<file path="src/rtl/gc_pkg.sv">
package gc_pkg;
  localparam int unsigned BYTE_W = 8;

  localparam logic [7:0] GC_ADDR      = 8'h00;
  localparam logic [7:0] CMD_RESET    = 8'h06;
  localparam logic [7:0] CMD_LATCH    = 8'h04;
  localparam logic [7:0] CMD_ONESHOT  = 8'h08;
  localparam logic [4:0] HS_PREFIX    = 5'b00001;

  typedef enum logic [2:0] {
    ST_IDLE,
    ST_ADDR,
    ST_ADDR_ACK,
    ST_CMD,
    ST_CMD_ACK,
    ST_SKIP
  } gc_state_e;

  typedef struct packed {
    logic soft_rst;
    logic latch;
    logic conv;
  } gc_action_t;
endpackage

</file>
<file path="src/rtl/gc_rst_sync.sv">
module gc_rst_sync #(
  parameter int unsigned STAGES = 2
) (
  input  logic clk,
  input  logic rst_n_i,
  output logic rst_n_o
);
  logic [STAGES-1:0] chain_q;
  logic [STAGES-1:0] chain_d;

  always_comb begin
    chain_d = {chain_q[STAGES-2:0], 1'b1};
  end

  always_ff @(posedge clk or negedge rst_n_i) begin
    if (!rst_n_i) begin
      chain_q <= '0;
    end else begin
      chain_q <= chain_d;
    end
  end

  assign rst_n_o = chain_q[STAGES-1];
endmodule

</file>
<file path="src/rtl/gc_line_filter.sv">
module gc_line_filter #(
  parameter int unsigned SYNC_STAGES = 2,
  parameter logic        IDLE_VAL    = 1'b1
) (
  input  logic clk,
  input  logic rst_n,
  input  logic line_i,
  output logic line_o
);
  logic [SYNC_STAGES-1:0] sync_q, sync_d;
  logic                   hold_q, hold_d;
  logic                   out_q, out_d;
  logic                   synced;

  assign synced = sync_q[SYNC_STAGES-1];

  always_comb begin
    sync_d = {sync_q[SYNC_STAGES-2:0], line_i};
    hold_d = synced;
    // accept a new level only after two equal synchronised samples
    out_d  = (synced == hold_q) ? hold_q : out_q;
  end

  always_ff @(posedge clk or negedge rst_n) begin
    if (!rst_n) begin
      sync_q <= {SYNC_STAGES{IDLE_VAL}};
      hold_q <= IDLE_VAL;
      out_q  <= IDLE_VAL;
    end else begin
      sync_q <= sync_d;
      hold_q <= hold_d;
      out_q  <= out_d;
    end
  end

  assign line_o = out_q;
endmodule

</file>
<file path="src/rtl/gc_bus_cond.sv">
module gc_bus_cond (
  input  logic clk,
  input  logic rst_n,
  input  logic scl_f,
  input  logic sda_f,
  output logic start_o,
  output logic stop_o,
  output logic scl_rise_o,
  output logic scl_fall_o
);
  logic scl_prev_q, sda_prev_q;

  always_ff @(posedge clk or negedge rst_n) begin
    if (!rst_n) begin
      scl_prev_q <= 1'b1;
      sda_prev_q <= 1'b1;
    end else begin
      scl_prev_q <= scl_f;
      sda_prev_q <= sda_f;
    end
  end

  always_comb begin
    start_o    = scl_f & scl_prev_q & sda_prev_q & ~sda_f;
    stop_o     = scl_f & scl_prev_q & ~sda_prev_q & sda_f;
    scl_rise_o = scl_f & ~scl_prev_q;
    scl_fall_o = ~scl_f & scl_prev_q;
  end
endmodule

</file>
<file path="src/rtl/gc_cmd_fsm.sv">
module gc_cmd_fsm
  import gc_pkg::*;
#(
  parameter int unsigned BITS = BYTE_W
) (
  input  logic       clk,
  input  logic       rst_n,
  input  logic       start_i,
  input  logic       stop_i,
  input  logic       scl_rise_i,
  input  logic       scl_fall_i,
  input  logic       sda_i,
  output logic       pull_o,
  output gc_action_t act_o,
  output logic       hs_o
);
  localparam int unsigned CNT_W = $clog2(BITS + 1);
  localparam logic [CNT_W-1:0] FULL = CNT_W'(BITS);

  gc_state_e        state_q, state_d;
  logic [CNT_W-1:0] cnt_q, cnt_d;
  logic [BITS-1:0]  shift_q, shift_d;
  logic             pull_q, pull_d;
  logic             hs_q, hs_d;
  gc_action_t       act_q, act_d;
  logic             byte_done;

  assign byte_done = scl_fall_i && (cnt_q == FULL);

  always_comb begin
    state_d = state_q;
    cnt_d   = cnt_q;
    shift_d = shift_q;
    pull_d  = pull_q;
    hs_d    = hs_q;
    act_d   = '0;
    if (stop_i) begin
      state_d = ST_IDLE;
      cnt_d   = '0;
      pull_d  = 1'b0;
      hs_d    = 1'b0;
    end else if (start_i) begin
      state_d = ST_ADDR;
      cnt_d   = '0;
      pull_d  = 1'b0;
    end else begin
      case (state_q)
        ST_ADDR, ST_CMD: begin
          if (scl_rise_i && (cnt_q != FULL)) begin
            shift_d = {shift_q[BITS-2:0], sda_i};
            cnt_d   = cnt_q + 1'b1;
          end else if (byte_done) begin
            cnt_d = '0;
            if (state_q == ST_CMD) begin
              pull_d  = 1'b1;
              state_d = ST_CMD_ACK;
            end else if (shift_q == GC_ADDR) begin
              pull_d  = 1'b1;
              state_d = ST_ADDR_ACK;
            end else if (shift_q[BITS-1:BITS-5] == HS_PREFIX) begin
              hs_d    = 1'b1;
              state_d = ST_SKIP;
            end else begin
              state_d = ST_SKIP;
            end
          end
        end
        ST_ADDR_ACK: begin
          if (scl_fall_i) begin
            pull_d  = 1'b0;
            state_d = ST_CMD;
          end
        end
        ST_CMD_ACK: begin
          if (scl_fall_i) begin
            pull_d  = 1'b0;
            state_d = ST_SKIP;
            case (shift_q)
              CMD_RESET: begin
                act_d.soft_rst = 1'b1;
                act_d.latch    = 1'b1;
              end
              CMD_LATCH:   act_d.latch = 1'b1;
              CMD_ONESHOT: act_d.conv  = 1'b1;
              default:     act_d       = '0;
            endcase
          end
        end
        default: begin
          state_d = state_q;
        end
      endcase
    end
  end

  always_ff @(posedge clk or negedge rst_n) begin
    if (!rst_n) begin
      state_q <= ST_IDLE;
      cnt_q   <= '0;
      shift_q <= '0;
      pull_q  <= 1'b0;
      hs_q    <= 1'b0;
      act_q   <= '0;
    end else begin
      state_q <= state_d;
      cnt_q   <= cnt_d;
      shift_q <= shift_d;
      pull_q  <= pull_d;
      hs_q    <= hs_d;
      act_q   <= act_d;
    end
  end

  assign pull_o = pull_q;
  assign act_o  = act_q;
  assign hs_o   = hs_q;

  AST_RST_PULSE_ONE: assert property (@(posedge clk) disable iff (!rst_n) act_q.soft_rst |=> !act_q.soft_rst);
  AST_LATCH_PULSE_ONE: assert property (@(posedge clk) disable iff (!rst_n) act_q.latch |=> !act_q.latch);
  AST_CONV_PULSE_ONE: assert property (@(posedge clk) disable iff (!rst_n) act_q.conv |=> !act_q.conv);
  AST_RST_WITH_LATCH: assert property (@(posedge clk) disable iff (!rst_n) act_q.soft_rst |-> act_q.latch);
  AST_CONV_ALONE: assert property (@(posedge clk) disable iff (!rst_n) act_q.conv |-> !act_q.latch);
  AST_HS_CLEAR_ON_STOP: assert property (@(posedge clk) disable iff (!rst_n) stop_i |=> !hs_q);
  AST_ACK_DROP_ON_FALL: assert property (@(posedge clk) disable iff (!rst_n) (pull_q && scl_fall_i) |=> !pull_q);
  AST_NO_PULL_IDLE: assert property (@(posedge clk) disable iff (!rst_n) (state_q == ST_IDLE) |-> !pull_q);
endmodule

</file>
<file path="src/rtl/i2c_gencall_target.sv">
module i2c_gencall_target
  import gc_pkg::*;
#(
  parameter int unsigned SYNC_STAGES = 2,
  parameter int unsigned RST_STAGES  = 2
) (
  input  logic clk,
  input  logic rst_n,
  input  logic scl_i,
  input  logic sda_i,
  output logic sda_pull_o,
  output logic soft_rst_o,
  output logic addr_latch_o,
  output logic conv_start_o,
  output logic hs_mode_o
);
  localparam int unsigned LINES = 2;

  logic             rst_n_s;
  logic [LINES-1:0] raw_lines;
  logic [LINES-1:0] clean_lines;
  logic             start_w, stop_w, rise_w, fall_w;
  gc_action_t       act_w;

  gc_rst_sync #(.STAGES(RST_STAGES)) u_rst_sync (
    .clk     (clk),
    .rst_n_i (rst_n),
    .rst_n_o (rst_n_s)
  );

  assign raw_lines = {scl_i, sda_i};

  for (genvar g = 0; g < LINES; g++) begin : g_filter
    gc_line_filter #(.SYNC_STAGES(SYNC_STAGES), .IDLE_VAL(1'b1)) u_filt (
      .clk    (clk),
      .rst_n  (rst_n_s),
      .line_i (raw_lines[g]),
      .line_o (clean_lines[g])
    );
  end

  gc_bus_cond u_cond (
    .clk        (clk),
    .rst_n      (rst_n_s),
    .scl_f      (clean_lines[1]),
    .sda_f      (clean_lines[0]),
    .start_o    (start_w),
    .stop_o     (stop_w),
    .scl_rise_o (rise_w),
    .scl_fall_o (fall_w)
  );

  gc_cmd_fsm #(.BITS(BYTE_W)) u_fsm (
    .clk        (clk),
    .rst_n      (rst_n_s),
    .start_i    (start_w),
    .stop_i     (stop_w),
    .scl_rise_i (rise_w),
    .scl_fall_i (fall_w),
    .sda_i      (clean_lines[0]),
    .pull_o     (sda_pull_o),
    .act_o      (act_w),
    .hs_o       (hs_mode_o)
  );

  assign soft_rst_o   = act_w.soft_rst;
  assign addr_latch_o = act_w.latch;
  assign conv_start_o = act_w.conv;
endmodule

</file>
<file path="config.mk">
export PLATFORM = sky130hd
export DESIGN_NAME = i2c_gencall_target
export DESIGN_NICKNAME = d
export VERILOG_FILES = /design/src/rtl/gc_pkg.sv /design/src/rtl/gc_rst_sync.sv /design/src/rtl/gc_line_filter.sv /design/src/rtl/gc_bus_cond.sv /design/src/rtl/gc_cmd_fsm.sv /design/src/rtl/i2c_gencall_target.sv
export SDC_FILE = /design/constraint.sdc
export NUM_CORES = 1
export LEC_CHECK = 0
export BUFFER_PORTS_ARGS = -buffer_cell sky130_fd_sc_hd__buf_2
export CAP_MARGIN = 20
export CORE_MARGIN = 5
export CORE_UTILIZATION = 30
export DETAILED_ROUTE_END_ITERATION = 7
export PLACE_DENSITY = 0.45
export SLEW_MARGIN = 20
export SYNTH_ARGS = -nofsm -noshare
export SYNTH_HDL_FRONTEND = slang
export SYNTH_SLANG_ARGS = --single-unit
</file>
<file path="constraint.sdc">
create_clock -name clk -period 1.4 [get_ports clk]
set_clock_uncertainty 0.2 [all_clocks]
set_input_delay 0.21 -clock clk [delete_from_list [all_inputs] [get_ports clk]]
set_output_delay 0.21 -clock clk [all_outputs]
set_load 0.01 [all_outputs]
</file>
==> results_dict.tcl, run 1 <==
set metrics [dict create \
    grt_pass1_vias 1134 \
    drv_cap 0 \
    synth_top_cells_by_count "dfrtp_1 (22), dfstp_2 (10), mux2_2 (9)" \
    slew_violations 0 \
    drc_errors 0 \
    place_ws_ns -0.501 \
    cellLeakagePower_nw 0.958 \
    grt_pass1_wl_um 5440 \
    cts.sinks 32 \
    finalSetupViolCount 20 \
    syn_area_per_cell_um2 11.8 \
    layout-drive-gt1-share_pct 51.5 \
    yosysTopAreaCell "dfrtp_1" \
    diodes 0 \
    hold_class "in2async" \
    crit_type "reg2reg" \
    grt_overflow 0 \
    clock.fmax_ghz 0.528 \
    io_pins 9 \
    status "finished, violations left" \
    cts.path.max_buffers 2 \
    drtIter0Drc 46 \
    h-tree-depth 2 \
    synth_enable_flop_cells 0 \
    instances_no_fill 223 \
    path_clk_slew_ns 0.07 \
    dp_hpwl_um 2220 \
    ant_nets 0 \
    min_period_ns 1.90 \
    powerDensity_nw_per_um2 1780 \
    syn_area_um2 1430 \
    ys_ff_latch 32 \
    synth_cell_types 44 \
    critPathCaptureType "register" \
    yosysWarnings 0 \
    vias 1081 \
    num_rows 25 \
    required_ns 1.37 \
    wl_um 3070 \
    synth-async-reset-ratio_pct 100 \
    clock_latency_ns 0.28 \
    die_h_um 79.1 \
    die-area_um2 6260 \
    cp_max_fo 5 \
    rsz0062_at_grt "yes" \
    wl_per_cell_um 13.7 \
    violations "negative setup slack" \
    netlist.area_leader.share_pct 38.4 \
    setup_ws_ns -0.496 \
    die_w_um 79.1 \
    track_usage_pct 11.3 \
    start_util_pct 30.5 \
    ir_drop_uv 647 \
    seq_area_frac_synth_pct 56.8 \
    fp.coreArea_um2 4690 \
    vias_per_cell 4.85 \
    antenna_found_initial 0 \
    clockRootBuffer "clkbuf_8" \
    startpoint_type "register" \
    cts_tree "built" \
    synth_flop_cell "dfrtp_1" \
    yosysMostFrequentCell "dfrtp_1" \
    fin_crit_sh_pct 135 \
    syn_inst 121 \
    port_buffers 8 \
    grt_max_degree 22 \
    routabilityCongestion 0.718 \
    ys_top_cells_by_area "dfrtp_1 (38%), dfstp_2 (18%), mux2_2 (7.1%), nor2b_1 (2.2%), inv_1 (1.8%)" \
    cp.arrival_ns 1.86 \
    finalNetCount 174 \
    dp.cells 209 \
    cts_buffers 5 \
    area_growth_pct 42.7 \
    final-hold-violation-count 0 \
    holdWs_ns 0.0318 \
    first_pass_iters 4 \
    synth_nets 127 \
]
per-stage QoR:
stage / total power [mW] / instance area, µm² / TNS (ns) / utilization [%]
after floorplan: 2.11 / 1490 / -5.71 / -
after global placement: 2.63 / 1800 / -6.72 / 38.3
after detailed placement: 2.68 / 1800 / -7.34 / 38.3
after CTS: 3.64 / 2020 / -6.98 / 43.1
after global routing: 3.90 / 2040 / -8.45 / 43.6
final: 3.64 / 2040 / -6.52 / 43.6
routing by layer:
layer  GRT usage [%]  vias to the layer above  routed length (µm)
met5               0                        -                   0
met4            3.61                        0                  39
met3            3.74                        5                 100
met2            18.9                       11                1530
met1            13.9                      537                1400
li1                -                      528                   -
cell families after synthesis:
kind of cell	after synthesis	share of synthesized area [%]
AOI/OAI and AO/OA	23	11.9
other	1	0.262
and+or+nand+nor	37	16.2
adders and majority gates	4	3.14
xor gates and xnor gates	2	1.22
muxes	9	7.07
buffers and inverters	13	3.49
DFF	32	56.8
flip-flops by register name, indices dropped and copies added, names as in the netlist, 2 cells and up:
register	cells
u_fsm.state_q	3
g_filter.u_filt.line_o	2
u_fsm.shift_q	8
u_fsm.act_o	3
g_filter.u_filt.sync_q	4
u_fsm.cnt_q	4
u_rst_sync.chain_q	2
g_filter.u_filt.hold_q	2
timing repair:
item	4_1_cts	5_1_grt
hold buffers	3	0
pin swaps	3	6
setup endpoints to repair	20	20
endpoints found under the hold margin	4	0
gates cloned	1	0
buffers inserted	2	1
gates resized for setup	18	5
final timing paths:
kind	depth (start not counted)	from	slack, ns	end
max reg2reg	4	u_fsm.shift_q[7]$_DFFE_PN0P_	-0.50	u_fsm.state_q[0]$_DFFE_PN0P_
max	4	u_fsm.shift_q[7]$_DFFE_PN0P_	-0.50	u_fsm.state_q[0]$_DFFE_PN0P_
min	2	rst_n	0.03	u_rst_sync.chain_q[0]$_DFF_PN0_
min in group clk	0	u_rst_sync.chain_q[0]$_DFF_PN0_	0.15	u_rst_sync.chain_q[1]$_DFF_PN0_
min reg2reg	1	u_rst_sync.chain_q[1]$_DFF_PN0_	0.03	u_fsm.shift_q[4]$_DFFE_PN0P_
max in group asynchronous	1	u_rst_sync.chain_q[1]$_DFF_PN0_	0.69	u_cond.scl_prev_q$_DFF_PN1_
power breakdown:
group / switching, mW / internal [mW]
clock: 0.341 / 0.399
sequential: 0.171 / 1.17
combinational: 0.681 / 0.883
area by class of cell:
type	count	area, µm²
timing repair buffer	45	337
sequential	32	813
clock buffer	7	86.3
tap	54	67.6
multi-input combinational	77	707
fill	440	2650
clock inverter	1	7.51
inverter	7	26.3
worst max-delay path: stages (launching register included):
cell	delay, ns
dfrtp_1	0.38
or4_4	0.60
o41ai_2	0.21
a31oi_1	0.12
a221o_1	0.27
cell usage in the layout, fill, tap and decap left out, types with 2 or more instances in the layout:
cell type and instances:
nor2b_1 5, maj3_1 2, and4b_1 2, mux2_4 8, buf_6 3, nand2b_4 3
buf_2 8, a21oi_2 3, a31oi_1 2, o21ai_0 3, dlygate4sd3_1 3, nor3b_1 3
dfstp_2 10, nand3_1 2, buf_4 31, nor2_1 3, nand2b_1 2, a22o_1 2
inv_2 2, inv_1 5, nor3_1 3, clkbuf_8 6, nand2_1 4, dfrtp_1 22
(Power assumes the default switching activity.)
==> run 2: changes to the inputs <==
- clock period: 1.4 -> 2.2 ns (I/O delays scaled with it)
==> run 2 against run 1 <==
- the flow now finishes without violations
- die area is the same
- final area is 17% lower
- fmax down 7.2%
- largest cell class unchanged
==> results_dict.tcl, run 2 (same netlist as run 1, synthesis figures left out) <==
set metrics [dict create \
    fin_crit_sh_pct 92.9 \
    antenna_found_initial 0 \
    seqCellArea_um2 813 \
    routabilityCongestion 0.839 \
    critPathCaptureType "register" \
    worstMarginPinSlew_ns 0.589 \
    die_h_um 79.1 \
    finalNetCount 142 \
    diodes 0 \
    die-area_um2 6260 \
    h-tree-depth 2 \
    seqPwrFrac_pct 47.0 \
    required_ns 2.16 \
    final-hold-violation-count 0 \
    vias_per_cell 4.91 \
    drv_cap 0 \
    placed_cell_area_um2 1550 \
    final_common_cell "dfrtp_1" \
    cp.arrival_ns 2.01 \
    first_pass_iters 2 \
    status "complete, no violations" \
    power_frac_comb_pct 25.4 \
    nFillCells 465 \
    clock.fmax_ghz 0.489 \
    ir_drop_uv 568 \
    p_switching_uw 602 \
    fin_util_pct 36.0 \
    dp_hpwl_um 1820 \
    drtIter0Drc 29 \
    grt_pass1_wl_um 4520 \
    slew_violations 0 \
    port_buffers 8 \
    io_pins 9 \
    powerDensity_nw_per_um2 1150 \
    num_rows 25 \
    layout-drive-gt1-share_pct 29.9 \
    grt_overflow 0 \
    regMostFlops "u_fsm.shift_q" \
    final_cell_mix "dfrtp_1 (22), dfstp_2 (10), mux2_2 (9), buf_2 (8), inv_1 (7)" \
    rsz0062_at_grt "no" \
    grt_max_degree 18 \
    fin_setup_tns_ns 0 \
    track_usage_pct 9.44 \
    dp.cells 180 \
    r2r_slack_ns 0.16 \
    hold_class "reg2async" \
    p_int_mw 1.34 \
    path_clk_slew_ns 0.06 \
    wl_um 2530 \
    cts.path.max_buffers 2 \
    cp_max_fo 9 \
    wl_per_cell_um 13.2 \
    start_util_pct 30.5 \
    finalSetupViolCount 0 \
    area_growth_pct 17.9 \
    instances_no_fill 191 \
    ant_nets 0 \
    relSlewSlack_pct 60.8 \
    vias 938 \
    p_sw_share_pct 30.9 \
    clockPowerShare_pct 27.6 \
    largest_reg_flops 8 \
    crit_type "reg2reg" \
    multiInputGateArea_um2 569 \
    cts.sinks 32 \
    clockRootBuffer "clkbuf_8" \
    cts_buffers 5 \
    fin_area_um2 1690 \
    min_period_ns 2.04 \
    startpoint_type "register" \
    cts_tree "built" \
    clock_latency_ns 0.28 \
    cellLeakagePower_nw 0.745 \
    die_w_um 79.1 \
    drc_errors 0 \
    fp.coreArea_um2 4690 \
    grt_pass1_vias 970 \
    largestRegisters "u_fsm.shift_q (8), g_filter.u_filt.sync_q (4), u_fsm.cnt_q (4)" \
]
-- run 2: cell types whose count changed in the layout (fill, tap and decap cells not counted), sizes merged --
cell,change
bufinv,+1
nand2b,-1
clkinvlp,-1
buf,-31
clkinv,+1
clkbuf,-1
-- run 2: final timing paths --
check	depth (start not counted)	from	to
setup reg to reg	6	u_fsm.cnt_q[0]$_DFFE_PN0P_	u_fsm.cnt_q[0]$_DFFE_PN0P_
min in group clk	0	u_rst_sync.chain_q[0]$_DFF_PN0_	u_rst_sync.chain_q[1]$_DFF_PN0_
hold reg to reg	0	u_rst_sync.chain_q[1]$_DFF_PN0_	u_fsm.shift_q[0]$_DFFE_PN0P_
setup / recovery	6	u_fsm.cnt_q[0]$_DFFE_PN0P_	u_fsm.cnt_q[0]$_DFFE_PN0P_
max in group asynchronous	1	u_rst_sync.chain_q[1]$_DFF_PN0_	g_filter[1].u_filt.line_o$_DFFE_PN1N_
hold / removal	0	u_rst_sync.chain_q[1]$_DFF_PN0_	u_fsm.shift_q[0]$_DFFE_PN0P_
-- run 2: timing repair --
action | 4_1_cts | 5_1_grt
hold endpoints to repair | 4 | 0
hold buffers | 3 | 0
endpoints found under the setup margin | 0 | 1
setup buffers | 0 | 0
resized for setup | 0 | 1
-- run 2: area by class of cell --
cell class                      count  area share [%]
Clock buffer                        6            4.30
Clock inverter                      2            2.07
Inverter                            7            1.56
Timing Repair Buffer               14            6.22
Multi-Input combinational cell     76            33.7
Sequential cell                    32            48.1
Tap cell                           54            4.00
-- run 2: power groups by stage --
stage                     registers (mW)  clock network [mW]  logic [mW]
final                              0.915               0.537       0.495
after global routing               0.938               0.584       0.560
after CTS                          0.916               0.564       0.502
after detailed placement           0.924                   0       0.496
after global placement             0.921                   0       0.489
after floorplan                    0.860                   0       0.421
-- run 2: metal layers --
metal / GRT usage [%] / share of wire, % / vias to the layer above
li1: - / - / 462
met1: 12.0 / 48 / 463
met2: 13.9 / 47 / 8
met3: 2.72 / 2.5 / 5
met4: 6.19 / 2.4 / 0
met5: 0 / 0 / -
-- run 2: stage by stage --
stage	setup WS, ns	hold WS [ns]	power, mW
CTS	0.141	0.0713	1.98
floorplan	0.276	-0.166	1.28
global placement	0.196	-0.0848	1.41
finish	0.157	0.0440	1.95
global route	0.0242	0.129	2.08
detailed placement	0.160	-0.0819	1.42
-- run 2: worst max-delay path, stage by stage, from the launching register on --
cell and delay, ns:
dfrtp_1 0.41, inv_1 0.07, ha_1 0.16, nand3b_1 0.24
nand2b_1 0.44, inv_1 0.13, mux2_2 0.28
